$ cat config.mk
export PLATFORM = sky130hd
export DESIGN_NAME = cond_branch_unit
export DESIGN_NICKNAME = d
export VERILOG_FILES = /design/src/rtl/cbu_pkg.sv /design/src/rtl/cbu_control.sv /design/src/rtl/cbu_datapath.sv /design/src/rtl/cond_branch_unit.sv
export SDC_FILE = /design/constraint.sdc
export NUM_CORES = 1
export LEC_CHECK = 0
export ABC_CLOCK_PERIOD_IN_PS = 3200
export BUFFER_PORTS_ARGS = -buffer_cell sky130_fd_sc_hd__buf_4
export CAP_MARGIN = 20
export CORE_MARGIN = 4
export CORE_UTILIZATION = 40
export CTS_CLUSTER_SIZE = 12
export DETAILED_ROUTE_END_ITERATION = 6
export MAX_ROUTING_LAYER = met4
export PLACE_DENSITY = 0.74
export RECOVER_POWER = 25
export SETUP_SLACK_MARGIN = 0.02
export SLEW_MARGIN = 20
export SYNTH_ARGS = -nofsm -noshare
export SYNTH_HDL_FRONTEND = slang
export SYNTH_HIERARCHICAL = 1
export SYNTH_SLANG_ARGS = --single-unit
export TNS_END_PERCENT = 20
$ cat constraint.sdc
create_clock -name clk -period 3.2 [get_ports clk]
set_input_delay 0.16 -clock clk [delete_from_list [all_inputs] [get_ports clk]]
set_output_delay 0.16 -clock clk [all_outputs]
set_load 0.05 [all_outputs]
$ cat src/rtl/cbu_pkg.sv
package cbu_pkg;
  localparam int OPT_NOCOND  = 4;
  localparam int OPT_CONDVAL = 3;
  localparam int OPT_NODEC   = 2;
  localparam int OPT_ONZERO  = 1;
  localparam int OPT_HINT    = 0;
  localparam int OPT_W       = 5;

  typedef enum logic [1:0] {
    KIND_REL  = 2'd0,
    KIND_LINK = 2'd1,
    KIND_CTR  = 2'd2,
    KIND_RSVD = 2'd3
  } brKind_t;

  typedef struct packed {
    logic load;          // capture target this cycle
    logic decEn;         // write back decremented counter
    logic useDecTarget;  // counter target uses decremented value
  } dpStrobe_t;
endpackage

$ cat src/rtl/cbu_control.sv
module cbu_control
  import cbu_pkg::*;
(
  input  logic             clk,
  input  logic             rstN,
  input  logic             inValid,
  input  logic [OPT_W-1:0] opts,
  input  logic             condBit,
  input  logic             condReady,
  input  logic             linkReady,
  input  logic             ctrReady,
  input  brKind_t          kind,
  input  logic             ctrDecZero,
  output dpStrobe_t        strobe,
  output logic             outValid,
  output logic             taken,
  output logic             predValid,
  output logic             predTaken
);
  logic condResolved, condPass, ctrPass, targetReady, predictNow, resolvedTaken;

  always_comb begin
    condResolved  = opts[OPT_NOCOND] | condReady;
    condPass      = opts[OPT_NOCOND] | (condBit == opts[OPT_CONDVAL]);
    ctrPass       = opts[OPT_NODEC] | (ctrDecZero == opts[OPT_ONZERO]);
    resolvedTaken = condResolved & condPass & ctrPass;
    unique case (kind)
      KIND_LINK: targetReady = linkReady;
      KIND_CTR:  targetReady = ctrReady;
      default:   targetReady = 1'b1;
    endcase
    predictNow = ~condResolved & targetReady;

    strobe.load         = inValid;
    strobe.decEn        = inValid & ~opts[OPT_NODEC];
    strobe.useDecTarget = ~opts[OPT_NODEC];
  end

  always_ff @(posedge clk) begin
    if (!rstN) begin
      outValid  <= 1'b0;
      taken     <= 1'b0;
      predValid <= 1'b0;
      predTaken <= 1'b0;
    end else begin
      outValid  <= inValid;
      taken     <= inValid & resolvedTaken;
      predValid <= inValid & predictNow;
      predTaken <= inValid & predictNow & opts[OPT_HINT];
    end
  end
endmodule

$ cat src/rtl/cbu_datapath.sv
module cbu_datapath
  import cbu_pkg::*;
#(
  parameter int WIDTH      = 32,
  parameter int ALIGN_BITS = 2
) (
  input  logic             clk,
  input  logic             rstN,
  input  dpStrobe_t        strobe,
  input  brKind_t          kind,
  input  logic [WIDTH-1:0] ctrIn,
  input  logic [WIDTH-1:0] linkIn,
  input  logic [WIDTH-1:0] relTarget,
  output logic             ctrDecZero,
  output logic [WIDTH-1:0] target,
  output logic             ctrWrEn,
  output logic [WIDTH-1:0] ctrWrData
);
  localparam logic [WIDTH-1:0] ALIGN_MASK = {{(WIDTH-ALIGN_BITS){1'b1}}, {ALIGN_BITS{1'b0}}};
  localparam logic [WIDTH-1:0] ONE        = {{(WIDTH-1){1'b0}}, 1'b1};

  logic [WIDTH-1:0] ctrDec, ctrSel, nextTarget;

  always_comb begin
    ctrDec     = ctrIn - ONE;
    ctrDecZero = (ctrDec == '0);
    ctrSel     = strobe.useDecTarget ? ctrDec : ctrIn;
    unique case (kind)
      KIND_LINK: nextTarget = linkIn & ALIGN_MASK;
      KIND_CTR:  nextTarget = ctrSel & ALIGN_MASK;
      default:   nextTarget = relTarget;
    endcase
  end

  always_ff @(posedge clk) begin
    if (!rstN) begin
      target    <= '0;
      ctrWrEn   <= 1'b0;
      ctrWrData <= '0;
    end else begin
      ctrWrEn <= strobe.decEn;
      if (strobe.load)  target    <= nextTarget;
      if (strobe.decEn) ctrWrData <= ctrDec;
    end
  end
endmodule

$ cat src/rtl/cond_branch_unit.sv
module cond_branch_unit
  import cbu_pkg::*;
#(
  parameter int WIDTH      = 32,
  parameter int ALIGN_BITS = 2
) (
  input  logic             clk,
  input  logic             rstN,
  input  logic             inValid,
  input  logic [4:0]       opts,
  input  logic             condBit,
  input  logic             condReady,
  input  logic [WIDTH-1:0] ctrIn,
  input  logic             ctrReady,
  input  logic [WIDTH-1:0] linkIn,
  input  logic             linkReady,
  input  logic [1:0]       kind,
  input  logic [WIDTH-1:0] relTarget,
  output logic             outValid,
  output logic             taken,
  output logic             predValid,
  output logic             predTaken,
  output logic [WIDTH-1:0] target,
  output logic             ctrWrEn,
  output logic [WIDTH-1:0] ctrWrData
);
  dpStrobe_t strobe;
  logic      ctrDecZero;
  brKind_t   kindE;

  assign kindE = brKind_t'(kind);

  cbu_control u_ctrl (
    .clk(clk), .rstN(rstN), .inValid(inValid), .opts(opts),
    .condBit(condBit), .condReady(condReady), .linkReady(linkReady),
    .ctrReady(ctrReady), .kind(kindE), .ctrDecZero(ctrDecZero),
    .strobe(strobe), .outValid(outValid), .taken(taken),
    .predValid(predValid), .predTaken(predTaken)
  );

  cbu_datapath #(.WIDTH(WIDTH), .ALIGN_BITS(ALIGN_BITS)) u_dp (
    .clk(clk), .rstN(rstN), .strobe(strobe), .kind(kindE),
    .ctrIn(ctrIn), .linkIn(linkIn), .relTarget(relTarget),
    .ctrDecZero(ctrDecZero), .target(target),
    .ctrWrEn(ctrWrEn), .ctrWrData(ctrWrData)
  );
endmodule

After elaboration in Yosys (flattened, before gate mapping)
Cells that the tools add are included.
- flip-flop bits (word level): 69
- word-level logic and storage cells: 28
- memory bits (read-only): 0
- memories kept: 0
- RAM bits: 0
- bits in latches: 0
- $lt $le $gt $ge: 0
- reductions and logical operators: 1
- mux-type cells: 3
- equal/unequal tests: 4
- shift-type cells: 0
- bitwise operators: 12
- div/mod/pow operators: 0
- $add $sub $neg: 1
- $mul: 0
- operators with widths (operator ; count):
    $pmux 32 s2 ; 1
    $logic_not 32->1 ; 1
    $mux 32 ; 1
    $sub 32x1->32 const B ; 1
    $and 1x1->1 ; 7
    $or 1x1->1 ; 3
    $eq 1x1->1 ; 2
    $eq 2x1->1 const B ; 1
    $eq 2x2->1 const B ; 1
    $not 1->1 ; 2
    $pmux 1 s2 ; 1

Logic depth before layout (Yosys ltp)
- word-level depth: 6
- mapped depth: 11
- mapped depth without buffers: 10

Modules after synthesis
Netlist, hierarchy kept.
- by module, submodules not included (module ; times used ; area each (um^2) ; cells each ; seq. area each (um^2)):
    cbu_datapath ; 1 ; 4085.2 ; 511 ; 1301.2
    cbu_control ; 1 ; 201.4 ; 20 ; 80.1

Least setup slack after synthesis
OpenSTA, ideal clock, no wires.
- path kind: input port to flip-flop
- from: input port ctrIn[1]
- to: register u_ctrl.taken
- slack: 0.911 ns
- library setup time: 0.086 ns
- arrival time: 2.203 ns
- stages: 11
- buffers on the path: 1
- data required time: 3.114 ns
- path through: inv_1 ha_1 or3b_2 nor3_2 buf_4 nand3_1 xor2_1 nand3_1 nor4_2 xor2_1 a211oi_1
- longest elaborated chain between the ends: 6
- RTL lines (item ; line ; source):
    start, declared ; cond_branch_unit.sv:13 ; input logic [WIDTH-1:0] ctrIn,
    $sub 32x1->32 ; cbu_datapath.sv:25 ; ctrDec = ctrIn - ONE;
    $logic_not 32->1 ; cbu_datapath.sv:26 ; ctrDecZero = (ctrDec == '0);
    net ctrDecZero ; cond_branch_unit.sv:28 ; logic ctrDecZero;
    $eq 1x1->1 ; cbu_control.sv:25 ; ctrPass = opts[OPT_NODEC] | (ctrDecZero == opts[OPT_ONZERO]);
    $or 1x1->1 ; cbu_control.sv:25 ;
    $and 1x1->1 ; cbu_control.sv:26 ; resolvedTaken = condResolved & condPass & ctrPass;
    $and 1x1->1 ; cbu_control.sv:47 ; taken <= inValid & resolvedTaken;
    end signal, assigned ; cbu_control.sv:47 ;
    end, declared ; cbu_control.sv:16 ; output logic taken,
The timed path passes the listed nets, and every way through them passes these cells.
A chain may end at the register's enable or synchronous reset.

Worst setup path in the final report
Ends and elaborated chain as after synthesis.

==> summary.md <==
| Metric | Value |
|---|---|
| Count of maximum capacitance violations | 0 |
| Number of DRC markers after the initial detailed-route iteration | 296 |
| Post-route antenna net violation count | 0 |
| Critical Path AT | 2800 ps |
| H-Tree Level Count | 3 |
| Routing usage on met1 | 31.70% |
| Syn_nets | 647 |
| Antenna diode instance count | 0 |
| Ratio of cells with drive above 1 in the final layout | 27.22% |
| Clock root buffer | sky130_fd_sc_hd__clkbuf_8 |
| Max frequency | 0.3928 GHz |
| Leakage power of the design | 2.279 nW |
| Vias in the first global route | 4833 |
| Average routed wire per standard cell | 18.88 um |
| Total core area | 10370 um^2 |
| Layout filler cell count | 1004 |
| Hold violation total from the final report | 0 |
| Maximum fanout along the worst path | 5 |
| Worst Tran Pin Value | 1377 ps |
| Total wire length | 15540 um |
| DIE AREA | 12440 um^2 |
| Pin count of the biggest net entering global routing | 45 |
| Flop and latch count out of synthesis | 69 |
| Kind of critical path | primary input to register |
| Post-detail-place hpwl | 11860 um |
| Total grt overflow | 0 |
| First-pass detailed-route iteration total | 5 |
| Startpoint type of the worst setup path | primary input |
| Final clock skew | 0 ps |
| Initial antenna violation count | 0 |
| Maximum root-to-sink buffer count | 2 |
| IR drop worst, VDD | 0.1983 mV |
| Clk pin slew, worst setup/hold paths | 80 ps |
| Min Clock Period, post-route | 2546 ps |
| Class of the worst hold path | primary input to register |
| Sinks on Clock Net | 69 |
| Global-route track usage on met2 | 41.21% |
| Count of warnings emitted by yosys | 6 |
| Most Crowded Layer GR | met2 |
| Number of synthesized flops with an enable pin | 0 |
| Final-report max-slew violation count | 0 |
| Area fraction of the dominant cell type after synthesis | 32.22% |
| Worst slew slack as a fraction of its limit | 8.190% |
| Number of cell rows | 37 |
| Width of the die | 111.5 um |
| I/O pins | 179 |
| Global router's overall resource usage | 25.22% |
| Number of I/O port buffers | 176 |
| Period Utilization, post-route | 79.56% |
| R2R Setup Slk | 2210 ps |
| Cell area after synthesis | 4287 um^2 |
| Drc violations | 0 |
| CP required | 3460 ps |
| Number of gates given a new drive strength after cts | 0 |
| Area added between synthesis and finish | 35.26% |
| First-pass GRT wire length | 24880 um |
| Number of setup violations in the final report | 0 |
| Unrepaired setup endpoints after global routing | false |
| Met3 routing resource usage after global routing | 5.272% |
| Top post-synthesis cells by area | sky130_fd_sc_hd__dfxtp_1 (32%), sky130_fd_sc_hd__xnor2_1 (7.8%), sky130_fd_sc_hd__nor2_1 (4.6%), sky130_fd_sc_hd__a221oi_1 (4.5%), sky130_fd_sc_hd__a211oi_1 (3.9%) |
| Final weighted congestion in routability-driven placement | 0.9320 |
| Clock latency reported for the late side of the worst-skew pair | 340 ps |
| Total Nets Final | 798 |
| CTS tree | done |
| Count of mapped cells out of synthesis | 531 |
| Pwr Total | 2.562 mW |
| Setup TNS after final layout | 0 ps |
| Vias per cell | 5.740 |
| Result of the run | complete, no violations |
| Nature of the critical path endpoint | register |
| PD cells | 441.8 nW/um^2 |
| Most used flip-flop cell after synthesis | sky130_fd_sc_hd__dfxtp_1 |
| Distinct cells, synth | 58 |
| Portion of the post-synthesis area used by sequential elements | 32.22% |
| Total clock buffers created by CTS | 9 |
| Starting density of the core | 41.34% |
| Post-synthesis async set-or-reset flop share | 0% |
| DR vias | 4724 |
| Syn_area_per_cell | 8.073 um^2 |
| Cell accounting for the most synthesized area | sky130_fd_sc_hd__dfxtp_1 |
| Vertical extent of the die | 111.5 um |
[worst max-delay path: stages]
cell and delay, ps:
sky130_fd_sc_hd__buf_4 140, sky130_fd_sc_hd__inv_1 70, sky130_fd_sc_hd__ha_1 220, sky130_fd_sc_hd__or3b_2 520
sky130_fd_sc_hd__o31ai_1 330, sky130_fd_sc_hd__nand4_1 130, sky130_fd_sc_hd__nor4_1 240, sky130_fd_sc_hd__nand4_1 200
sky130_fd_sc_hd__nor4_2 440, sky130_fd_sc_hd__xor2_1 120, sky130_fd_sc_hd__a211oi_1 230
[repair_timing]
item	in CTS	in global routing
setup buffers	0	0
hold buffers	2	0
endpoints found under the hold margin	1	0
[cell usage after synthesis, types with 12 or more instances]
cell                       number
sky130_fd_sc_hd__dfxtp_1       69
sky130_fd_sc_hd__nor2_1        52
sky130_fd_sc_hd__clkbuf_1      39
sky130_fd_sc_hd__xnor2_1       38
sky130_fd_sc_hd__nand2_1       30
sky130_fd_sc_hd__nor3_1        27
sky130_fd_sc_hd__o21ai_0       24
sky130_fd_sc_hd__a211oi_1      22
sky130_fd_sc_hd__a221oi_1      22
sky130_fd_sc_hd__nand3_1       19
sky130_fd_sc_hd__nand4_1       19
sky130_fd_sc_hd__a21oi_1       15
sky130_fd_sc_hd__xor2_1        15
sky130_fd_sc_hd__inv_1         14
sky130_fd_sc_hd__o22ai_1       12
[final cells by class]
class / count / area, um^2 / share of cell area [%]
repair buffers: 191 / 1326 / 22.87
flip-flops and latches: 69 / 1381 / 23.82
well taps: 136 / 170.2 / 2.935
multi-input cells: 396 / 2624 / 45.25
clock inverters: 4 / 95.09 / 1.640
inverters: 15 / 56.30 / 0.9711
clock buffers: 12 / 145.1 / 2.503
[flip-flops by register name, indices dropped and copies added, names as in the netlist]
| name | count |
|---|---|
| u_dp/target | 32 |
| u_ctrl/taken | 1 |
| u_dp/ctrWrData | 32 |
| u_ctrl/predValid | 1 |
| u_dp/ctrWrEn | 1 |
| u_ctrl/predTaken | 1 |
| u_ctrl/outValid | 1 |
[cell usage in the layout (no fill, tap or decap), types with 4 or more instances in the layout]
master / instances
sky130_fd_sc_hd__ha_1: 6
sky130_fd_sc_hd__nand2_1: 30
sky130_fd_sc_hd__o21ai_0: 24
sky130_fd_sc_hd__a211oi_1: 22
sky130_fd_sc_hd__a21oi_1: 15
sky130_fd_sc_hd__nand4_1: 19
sky130_fd_sc_hd__mux2i_1: 6
sky130_fd_sc_hd__xor2_1: 15
sky130_fd_sc_hd__nor2_1: 52
sky130_fd_sc_hd__clkbuf_8: 10
sky130_fd_sc_hd__nor3_1: 27
sky130_fd_sc_hd__o22ai_1: 12
sky130_fd_sc_hd__a311oi_1: 6
sky130_fd_sc_hd__nand2b_1: 7
sky130_fd_sc_hd__or4_1: 6
sky130_fd_sc_hd__nand3_1: 19
sky130_fd_sc_hd__inv_1: 14
sky130_fd_sc_hd__or3_1: 4
sky130_fd_sc_hd__o2bb2ai_1: 5
sky130_fd_sc_hd__xnor2_1: 38
sky130_fd_sc_hd__buf_4: 159
sky130_fd_sc_hd__clkbuf_1: 32
sky130_fd_sc_hd__a221oi_1: 22
sky130_fd_sc_hd__dfxtp_1: 69
sky130_fd_sc_hd__nor4_1: 8
sky130_fd_sc_hd__and2_1: 9
[report_power, final]
| group | internal (mW) | switching [mW] |
|---|---|---|
| registers | 0.919 | 0.0343 |
| logic | 0.257 | 0.477 |
| clock network | 0.539 | 0.336 |
| total | 1.71 | 0.847 |
[path summary, 6_finish.rpt]
kind,depth (start not counted),startpoint,end
worst max-delay path,11,ctrIn[1],u_ctrl/taken
worst min register to register,2,u_dp/target[28],u_dp/target[28]
worst max register to register,3,u_dp/target[12],u_dp/target[12]
worst min-delay path,2,opts[0],u_ctrl/predTaken
[metrics by stage]
stage	hold slack [ps]	setup slack, ps	util (%)	cells	cell area, um^2
5_1_grt	30.19	422.4	55.91	823	5798
3_5_place_dp	343.4	290.9	54.62	805	5664
3_3_place_gp	344.5	369.6	54.62	805	5664
4_1_cts	12.70	653.0	57.13	823	5924
2_1_floorplan	235.7	911.4	-	531	4287
6_report	19.85	654.2	55.91	823	5798
[logic make-up after synthesis]
kind of cell	share of synthesized area [%]
compound gates	20.99
simple gates	26.39
fa+ha+maj	1.751
buf+inv	6.421
mux	1.401
xor+xnor	10.83
flops	32.22
[routing by layer]
metal	wire [um]	vias up
li1	-	2250
met1	6457	2213
met2	7559	238
met3	1216	23
met4	301	0
met5	0	-
(Power assumes the default switching activity.)
